==> src/rtl/walk_pkg.sv <==
package walk_pkg;

   typedef enum logic [1:0] {
      ST_IDLE = 2'd0,
      ST_L1   = 2'd1,
      ST_L2   = 2'd2,
      ST_DONE = 2'd3
   } walk_st_e;

   typedef enum logic [2:0] {
      FLT_NONE      = 3'd0,
      FLT_SECT_XLAT = 3'd1,
      FLT_PAGE_XLAT = 3'd2,
      FLT_DOMAIN    = 3'd3,
      FLT_PERM      = 3'd4
   } fault_e;

   // first-level entry kinds (descriptor bits [1:0])
   localparam logic [1:0] L1K_FAULT   = 2'b00;
   localparam logic [1:0] L1K_COARSE  = 2'b01;
   localparam logic [1:0] L1K_SECTION = 2'b10;
   localparam logic [1:0] L1K_FINE    = 2'b11;

   // second-level entry kinds
   localparam logic [1:0] L2K_FAULT = 2'b00;
   localparam logic [1:0] L2K_LARGE = 2'b01;
   localparam logic [1:0] L2K_SMALL = 2'b10;
   localparam logic [1:0] L2K_TINY  = 2'b11;

   // domain modes
   localparam logic [1:0] DM_NONE    = 2'b00;
   localparam logic [1:0] DM_CLIENT  = 2'b01;
   localparam logic [1:0] DM_RSVD    = 2'b10;
   localparam logic [1:0] DM_MANAGER = 2'b11;

endpackage

==> src/rtl/walk_l1_decode.sv <==
module walk_l1_decode #(
   parameter int ADDR_W = 32,
   parameter int DOM_W  = 4
) (
   input  logic [ADDR_W-1:0] va,
   input  logic [ADDR_W-15:0] base,
   input  logic [31:0]       desc,
   output logic [ADDR_W-1:0] l1_addr,
   output logic [1:0]        kind,
   output logic [ADDR_W-1:0] l2_addr,
   output logic [DOM_W-1:0]  dom,
   output logic [ADDR_W-1:0] sec_pa,
   output logic [1:0]        sec_ap,
   output logic              sec_c,
   output logic              sec_b
);
   logic unused_bits;

   assign l1_addr = {base, va[31:20], 2'b00};
   assign kind    = desc[1:0];
   assign dom     = desc[8:5];
   assign l2_addr = (desc[1:0] == walk_pkg::L1K_FINE) ? {desc[31:12], va[19:10], 2'b00}
                                                      : {desc[31:10], va[19:12], 2'b00};
   assign sec_pa  = {desc[31:20], va[19:0]};
   assign sec_ap  = desc[11:10];
   assign sec_c   = desc[3];
   assign sec_b   = desc[2];
   assign unused_bits = ^{desc[9], desc[4]};
endmodule

==> src/rtl/walk_l2_decode.sv <==
module walk_l2_decode #(
   parameter int ADDR_W   = 32,
   parameter int SUBPAGES = 4
) (
   input  logic [15:0]       va_lo,
   input  logic              fine,
   input  logic [31:0]       desc,
   output logic              ok,
   output logic [ADDR_W-1:0] pa,
   output logic [1:0]        ap,
   output logic              c,
   output logic              b
);
   import walk_pkg::*;
   localparam int SEL_W = $clog2(SUBPAGES);

   logic [1:0]       sub_ap [SUBPAGES];
   logic [SEL_W-1:0] sel;

   for (genvar k = 0; k < SUBPAGES; k++) begin : g_sub
      assign sub_ap[k] = desc[4+2*k +: 2];
   end

   always_comb begin
      case (desc[1:0])
         L2K_LARGE: begin sel = va_lo[15:14]; pa = {desc[31:16], va_lo};       end
         L2K_SMALL: begin sel = va_lo[11:10]; pa = {desc[31:12], va_lo[11:0]}; end
         default:   begin sel = '0;           pa = {desc[31:10], va_lo[9:0]};  end
      endcase
   end

   assign ok = fine ? (desc[1:0] == L2K_TINY)
                    : (desc[1:0] == L2K_LARGE || desc[1:0] == L2K_SMALL);
   assign ap = sub_ap[sel];
   assign c  = desc[3];
   assign b  = desc[2];
endmodule

==> src/rtl/walk_access_check.sv <==
module walk_access_check #(
   parameter int NUM_DOM = 16,
   parameter int DOM_W   = 4
) (
   input  logic [2*NUM_DOM-1:0] dac,
   input  logic [DOM_W-1:0]     dom,
   input  logic [1:0]           ap,
   input  logic                 user,
   input  logic                 write,
   output walk_pkg::fault_e     fault
);
   import walk_pkg::*;
   logic [1:0] mode;
   logic       perm_ok;

   assign mode = dac[{dom, 1'b0} +: 2];

   always_comb begin
      case (ap)
         2'b00:   perm_ok = !user && !write;
         2'b01:   perm_ok = !user;
         2'b10:   perm_ok = !user || !write;
         default: perm_ok = 1'b1;
      endcase
      case (mode)
         DM_CLIENT:  fault = perm_ok ? FLT_NONE : FLT_PERM;
         DM_MANAGER: fault = FLT_NONE;
         default:    fault = FLT_DOMAIN;
      endcase
   end
endmodule

==> src/rtl/mmu_walker.sv <==
module mmu_walker #(
   parameter int ADDR_W  = 32,
   parameter int NUM_DOM = 16
) (
   input  logic              clk,
   input  logic              rst_n,
   input  logic              cfg_base_we,
   input  logic              cfg_dac_we,
   input  logic [31:0]       cfg_wdata,
   input  logic              req_valid,
   output logic              req_ready,
   input  logic [ADDR_W-1:0] req_va,
   input  logic              req_user,
   input  logic              req_write,
   output logic              mem_rd_req,
   output logic [ADDR_W-1:0] mem_rd_addr,
   input  logic              mem_rd_ack,
   input  logic [31:0]       mem_rd_data,
   output logic              rsp_valid,
   output logic [ADDR_W-1:0] rsp_pa,
   output logic              rsp_cacheable,
   output logic              rsp_bufferable,
   output logic [2:0]        rsp_fault
);
   import walk_pkg::*;
   localparam int BASE_W = ADDR_W - 14;
   localparam int DAC_W  = 2 * NUM_DOM;
   localparam int DOM_W  = $clog2(NUM_DOM);

   if (ADDR_W != 32) begin : g_bad_addr_w
      $error("mmu_walker: descriptor formats fix ADDR_W at 32");
   end
   if (NUM_DOM != 16) begin : g_bad_num_dom
      $error("mmu_walker: the 4-bit domain field needs NUM_DOM = 16");
   end

   walk_st_e          st_q;
   logic [ADDR_W-1:0] va_q, l2_addr_q, pa_q;
   logic              user_q, write_q, fine_q, c_q, b_q;
   logic [BASE_W-1:0] base_q;
   logic [DAC_W-1:0]  dac_q;
   logic [DOM_W-1:0]  dom_q;
   fault_e            flt_q;

   logic [ADDR_W-1:0] l1_addr, l2_addr, sec_pa, pg_pa;
   logic [1:0]        l1_kind, sec_ap, pg_ap, chk_ap;
   logic [DOM_W-1:0]  l1_dom, chk_dom;
   logic              sec_c, sec_b, pg_ok, pg_c, pg_b;
   fault_e            acc_flt;

   walk_l1_decode #(.ADDR_W(ADDR_W), .DOM_W(DOM_W)) u_l1 (
      .va(va_q), .base(base_q), .desc(mem_rd_data), .l1_addr(l1_addr),
      .kind(l1_kind), .l2_addr(l2_addr), .dom(l1_dom), .sec_pa(sec_pa),
      .sec_ap(sec_ap), .sec_c(sec_c), .sec_b(sec_b));

   walk_l2_decode #(.ADDR_W(ADDR_W), .SUBPAGES(4)) u_l2 (
      .va_lo(va_q[15:0]), .fine(fine_q), .desc(mem_rd_data), .ok(pg_ok),
      .pa(pg_pa), .ap(pg_ap), .c(pg_c), .b(pg_b));

   assign chk_dom = (st_q == ST_L2) ? dom_q : l1_dom;
   assign chk_ap  = (st_q == ST_L2) ? pg_ap : sec_ap;

   walk_access_check #(.NUM_DOM(NUM_DOM), .DOM_W(DOM_W)) u_acc (
      .dac(dac_q), .dom(chk_dom), .ap(chk_ap), .user(user_q),
      .write(write_q), .fault(acc_flt));

   always_ff @(posedge clk or negedge rst_n) begin
      if (!rst_n) begin
         st_q      <= ST_IDLE;
         va_q      <= '0;
         user_q    <= 1'b0;
         write_q   <= 1'b0;
         base_q    <= '0;
         dac_q     <= '0;
         l2_addr_q <= '0;
         dom_q     <= '0;
         fine_q    <= 1'b0;
         pa_q      <= '0;
         c_q       <= 1'b0;
         b_q       <= 1'b0;
         flt_q     <= FLT_NONE;
      end else begin
         if (cfg_base_we) base_q <= cfg_wdata[31 -: BASE_W];
         if (cfg_dac_we)  dac_q  <= cfg_wdata[DAC_W-1:0];
         case (st_q)
            ST_IDLE: if (req_valid) begin
               va_q    <= req_va;
               user_q  <= req_user;
               write_q <= req_write;
               st_q    <= ST_L1;
            end
            ST_L1: if (mem_rd_ack) begin
               if (l1_kind == L1K_FAULT) begin
                  flt_q <= FLT_SECT_XLAT;
                  pa_q  <= '0;
                  c_q   <= 1'b0;
                  b_q   <= 1'b0;
                  st_q  <= ST_DONE;
               end else if (l1_kind == L1K_SECTION) begin
                  flt_q <= acc_flt;
                  pa_q  <= (acc_flt == FLT_NONE) ? sec_pa : '0;
                  c_q   <= (acc_flt == FLT_NONE) && sec_c;
                  b_q   <= (acc_flt == FLT_NONE) && sec_b;
                  st_q  <= ST_DONE;
               end else begin
                  l2_addr_q <= l2_addr;
                  dom_q     <= l1_dom;
                  fine_q    <= (l1_kind == L1K_FINE);
                  st_q      <= ST_L2;
               end
            end
            ST_L2: if (mem_rd_ack) begin
               flt_q <= pg_ok ? acc_flt : FLT_PAGE_XLAT;
               pa_q  <= (pg_ok && acc_flt == FLT_NONE) ? pg_pa : '0;
               c_q   <= pg_ok && (acc_flt == FLT_NONE) && pg_c;
               b_q   <= pg_ok && (acc_flt == FLT_NONE) && pg_b;
               st_q  <= ST_DONE;
            end
            default: st_q <= ST_IDLE;
         endcase
      end
   end

   assign req_ready      = (st_q == ST_IDLE);
   assign mem_rd_req     = (st_q == ST_L1) || (st_q == ST_L2);
   assign mem_rd_addr    = (st_q == ST_L2) ? l2_addr_q : l1_addr;
   assign rsp_valid      = (st_q == ST_DONE);
   assign rsp_pa         = pa_q;
   assign rsp_cacheable  = c_q;
   assign rsp_bufferable = b_q;
   assign rsp_fault      = flt_q;

   // ---------------------------------------------------------------- checks
   logic l1_ack;
   assign l1_ack = (st_q == ST_L1) && mem_rd_ack;

   AST_READ_HELD: assert property (@(posedge clk) disable iff (!rst_n)
      mem_rd_req && !mem_rd_ack |=> mem_rd_req && $stable(mem_rd_addr));
   AST_IDLE_NO_READ: assert property (@(posedge clk) disable iff (!rst_n)
      req_ready |-> !mem_rd_req && !rsp_valid);
   AST_L1_INVALID: assert property (@(posedge clk) disable iff (!rst_n)
      l1_ack && mem_rd_data[1:0] == L1K_FAULT |=> rsp_valid && rsp_fault == FLT_SECT_XLAT);
   AST_SECTION_PA: assert property (@(posedge clk) disable iff (!rst_n)
      l1_ack && mem_rd_data[1:0] == L1K_SECTION
      |=> rsp_valid && (rsp_fault != FLT_NONE || rsp_pa == {$past(mem_rd_data[31:20]), va_q[19:0]}));
   AST_COARSE_ADDR: assert property (@(posedge clk) disable iff (!rst_n)
      l1_ack && mem_rd_data[1:0] == L1K_COARSE
      |=> mem_rd_req && mem_rd_addr == {$past(mem_rd_data[31:10]), va_q[19:12], 2'b00});
   AST_FINE_ADDR: assert property (@(posedge clk) disable iff (!rst_n)
      l1_ack && mem_rd_data[1:0] == L1K_FINE
      |=> mem_rd_req && mem_rd_addr == {$past(mem_rd_data[31:12]), va_q[19:10], 2'b00});
   AST_L2_INVALID: assert property (@(posedge clk) disable iff (!rst_n)
      st_q == ST_L2 && mem_rd_ack && mem_rd_data[1:0] == L2K_FAULT
      |=> rsp_valid && rsp_fault == FLT_PAGE_XLAT);
   AST_MANAGER_PASS: assert property (@(posedge clk) disable iff (!rst_n)
      l1_ack && mem_rd_data[1:0] == L1K_SECTION && dac_q[{mem_rd_data[8:5], 1'b0} +: 2] == DM_MANAGER
      |=> rsp_fault == FLT_NONE);
   AST_CLIENT_KRO: assert property (@(posedge clk) disable iff (!rst_n)
      l1_ack && mem_rd_data[1:0] == L1K_SECTION && dac_q[{mem_rd_data[8:5], 1'b0} +: 2] == DM_CLIENT
      && mem_rd_data[11:10] == 2'b00 && write_q |=> rsp_fault == FLT_PERM);
   AST_RSP_PULSE: assert property (@(posedge clk) disable iff (!rst_n)
      rsp_valid |=> !rsp_valid && req_ready);
   AST_FAULT_CLEAN: assert property (@(posedge clk) disable iff (!rst_n)
      rsp_valid && rsp_fault != FLT_NONE |-> rsp_pa == '0 && !rsp_cacheable && !rsp_bufferable);
endmodule

==> config.mk <==
export PLATFORM = sky130hd
export DESIGN_NAME = mmu_walker
export DESIGN_NICKNAME = d
export VERILOG_FILES = /design/src/rtl/walk_pkg.sv /design/src/rtl/walk_l1_decode.sv /design/src/rtl/walk_l2_decode.sv /design/src/rtl/walk_access_check.sv /design/src/rtl/mmu_walker.sv
export SDC_FILE = /design/constraint.sdc
export NUM_CORES = 1
export LEC_CHECK = 0
export ABC_AREA = 1
export BUFFER_PORTS_ARGS = -buffer_cell sky130_fd_sc_hd__clkbuf_2
export CELL_PAD_IN_SITES_DETAIL_PLACEMENT = 1
export CELL_PAD_IN_SITES_GLOBAL_PLACEMENT = 1
export CORE_ASPECT_RATIO = 1.2
export CORE_UTILIZATION = 36
export DETAILED_ROUTE_END_ITERATION = 8
export GPL_TIMING_DRIVEN = 1
export PLACE_DENSITY = 0.85
export SYNTH_ARGS = -nofsm -noshare
export SYNTH_HDL_FRONTEND = slang
export SYNTH_SLANG_ARGS = --single-unit
==> constraint.sdc <==
create_clock -name clk -period 2.43 [get_ports clk]
set_clock_uncertainty 0.1 [all_clocks]
set_input_delay 0.243 -clock clk [delete_from_list [all_inputs] [get_ports clk]]
set_output_delay 0.243 -clock clk [all_outputs]
set_load 0.1 [all_outputs]
==> flow_metrics.tcl <==
set metrics [dict create \
    place_area_um2 9460 \
    fmaxAchievable_ghz 0.396 \
    cts_buffer_depth 2 \
    async_flop_share_pct 100 \
    dp_hpwl_mm 17.0 \
    pwr-share-comb_pct 62.4 \
    pwr-share-seq_pct 22.8 \
    cp-start-kind "flip-flop" \
    ir_drop_v 0.00108 \
    r2r_slack_ns -0.09 \
    max_slew_margin_pct 42.8 \
    firstDrtPassIters 4 \
    cts.sinks 158 \
    critPathArrivalTime_ns 2.80 \
    drt-total-wl_mm 27.5 \
    drive_gt1_share_pct 36.2 \
    cell_internal_pwr_mw 8.54 \
    htree_levels 4 \
    grt_pass1_wl_mm 41.9 \
    synth-edff-count 0 \
    wl_per_cell_um 19.5 \
    cp_slowest_cell "dfrtp_1" \
    rr_startpoint "st_q[0]" \
    worst_slack_ns -0.0946 \
    violations "negative setup slack" \
    synth_top_area_share_pct 52.3 \
    final_util_pct 56.3 \
    yosysSeqAreaShare_pct 52.3 \
    fin_hold_ws_ns 0.000244 \
    fin_total_pwr_mw 17.8 \
    dp_slack_ns -0.157 \
    critPathKind "flip-flop to flip-flop" \
    outcome "finished, violations left" \
    cts_tree "yes" \
    final_nets 1244 \
    grt.overflow.total 0 \
    ys_top_cells_by_count "nand2_1 (289), dfrtp_1 (158), o21ai_0 (72)" \
    root_buffer "clkbuf_16" \
    tns_ns -1.63 \
    postSynthAreaPerCell_um2 8.84 \
    ios 176 \
    vias 7177 \
    drt-vias-per-instance 5.09 \
    path_max_fanout 8 \
    yosysMostFrequentCell "nand2_1" \
    timing.final.max_slew_violations 0 \
    antenna_left 0 \
    rsz0062_at_grt "true" \
    area_growth_pct 51.8 \
    gp_congestion 0.857 \
    start_util_pct 37.1 \
    drv_cap 0 \
    synth-main-ff-cell "dfrtp_1" \
    fp.dieH_um 161 \
    crit_chain "inv_2 -> ha_4 -> buf_6 -> nand2_8 -> nand2_8 -> nand2_1 -> nand3_1 -> nand3_1 -> nand3_2 -> nand2_2 -> nand2_2 -> inv_2 -> buf_6 -> a21oi_4 -> buf_12 -> clkbuf_16 -> nand3_2 -> nand2_1" \
    synthTopCellsByArea "dfrtp_1 (52%), nand2_1 (14%), mux2_2 (8.0%)" \
    fp-row-count 57 \
    finalCritPeriodShare_pct 104 \
    first_iter_violations 373 \
    syn_area_um2 7560 \
    grt_max_degree 66 \
    stdcell_area_um2 11500 \
    yosysTopAreaCell "dfrtp_1" \
    synth_seq_cells 158 \
    p_clk_share_pct 14.8 \
    critical_path.endpoint_type "flip-flop" \
    hp-start "cfg_wdata[24]" \
    finalHoldViolations 0 \
    grt.total_usage_pct 25.2 \
    power_switching_mw 9.24 \
    cts_made_buffers 17 \
    die-area_um2 21600 \
    clk-insertion-delay-late_ns 0.43 \
    clk_pin_slew_ns 0.07 \
    n_antenna_cell 0 \
    fin_crit_ns 2.52 \
    cp_slowest_stage_delay_ns 0.40 \
    placedCellCount 1275 \
    worst_pin_slew_ns 0.859 \
    hp-class "primary input to flip-flop" \
    io_buffers 173 \
    p_leak_nw 5.66 \
    netlist-cell-type-count 30 \
    grt_pass1_vias 7785 \
    synthCells 856 \
    final_cells 1409 \
    core-area_um2 20400 \
    critPathLaunch "st_q[0]" \
    yosys_warnings 0 \
    required_ns 2.71 \
    powerDensity_nw_per_um2 1550 \
    drc 0 \
    die_w_um 134 \
    antenna_found_initial 0 \
    finalSetupViolCount 34 \
    swShare_pct 52.0 \
]
[layout make-up]
cell class              instances  area [um^2]
fillers                      2322         8910
repair inverters                1         7.51
multi-input cells             583         3630
clock buffers                  17          425
well taps                     265          332
clock inverters                15          139
flip-flops and latches        158         3950
inverters                      70          272
repair buffers                300         2720
[registers in the layout, summed over array words and instances, names as in the netlist]
register and cells:
rsp_cacheable 1, st_q 2, rsp_bufferable 1, rsp_fault 3, user_q 1, write_q 1
l2_addr_q 30, fine_q 1, dac_q 32, rsp_pa 32, dom_q 4, base_q 18
va_q 32
[worst max-delay path, delay by kind of cell (launching register included)]
family / cells / cell delay, ns
simple gates: 10 / 0.83
buf+inv: 6 / 0.71
flops: 1 / 0.40
fa+ha+maj: 1 / 0.26
compound gates: 1 / 0.16
[layout by cell type (no fill, tap or decap), drive strengths merged, types with 20 or more instances in the layout]
master / synthesis / routed
buf: 15 / 68
clkbuf: 33 / 162
dfrtp: 158 / 158
dlygate4sd3: 0 / 87
inv: 70 / 73
mux2: 54 / 54
nand2: 297 / 299
nand3: 67 / 67
nand4: 20 / 20
nor2: 22 / 22
o21ai: 75 / 75
[metal layers]
metal	up-vias	global-route usage, %	wire length [um]
li1	3332	-	-
met1	3581	30.3	10900
met2	218	45.3	14900
met3	46	4.64	1050
met4	0	7.71	697
met5	-	0	0
[power by group through the flow]
stage               clock, mW  sequential (mW)  combinational (mW)
floorplan                   0             5.13                5.59
global placement            0             4.01                9.45
detailed placement          0             4.04                9.67
CTS                      2.66             4.01                9.99
global route             2.77             4.13                11.7
finish                   2.63             4.05                11.1
[repair_timing]
action | 4_1_cts | 5_1_grt
pin swaps | 1 | 26
resized for setup | 10 | 80
cloned | 1 | 6
buffers inserted | 2 | 7
endpoints found under the setup margin | 60 | 44
hold buffers | 87 | 0
hold endpoints to repair | 151 | 0
[final timing paths]
path	endpoint	cells after the start
max	rsp_pa[0]	18
min	base_q[10]	3
max reg2reg	rsp_pa[0]	18
min reg2reg	l2_addr_q[13]	2
max in group asynchronous	va_q[2]	3
min in group asynchronous	dac_q[4]	2
[cells by family (layout without fill, tap and decap cells)]
group                    after synthesis  count (layout)  share of synthesized area [%]
AND/OR/NAND/NOR                      408             410                           23.6
flip-flops                           158             158                           52.3
buffers and inverters                118             403                           6.57
AO/OA/AOI/OAI                        108             108                           8.01
multiplexers                          54              54                           8.04
adder cells (fa/ha/maj)                9               9                           1.49
other                                  1               2                         0.0496
Power figures use the tool's default switching activity.
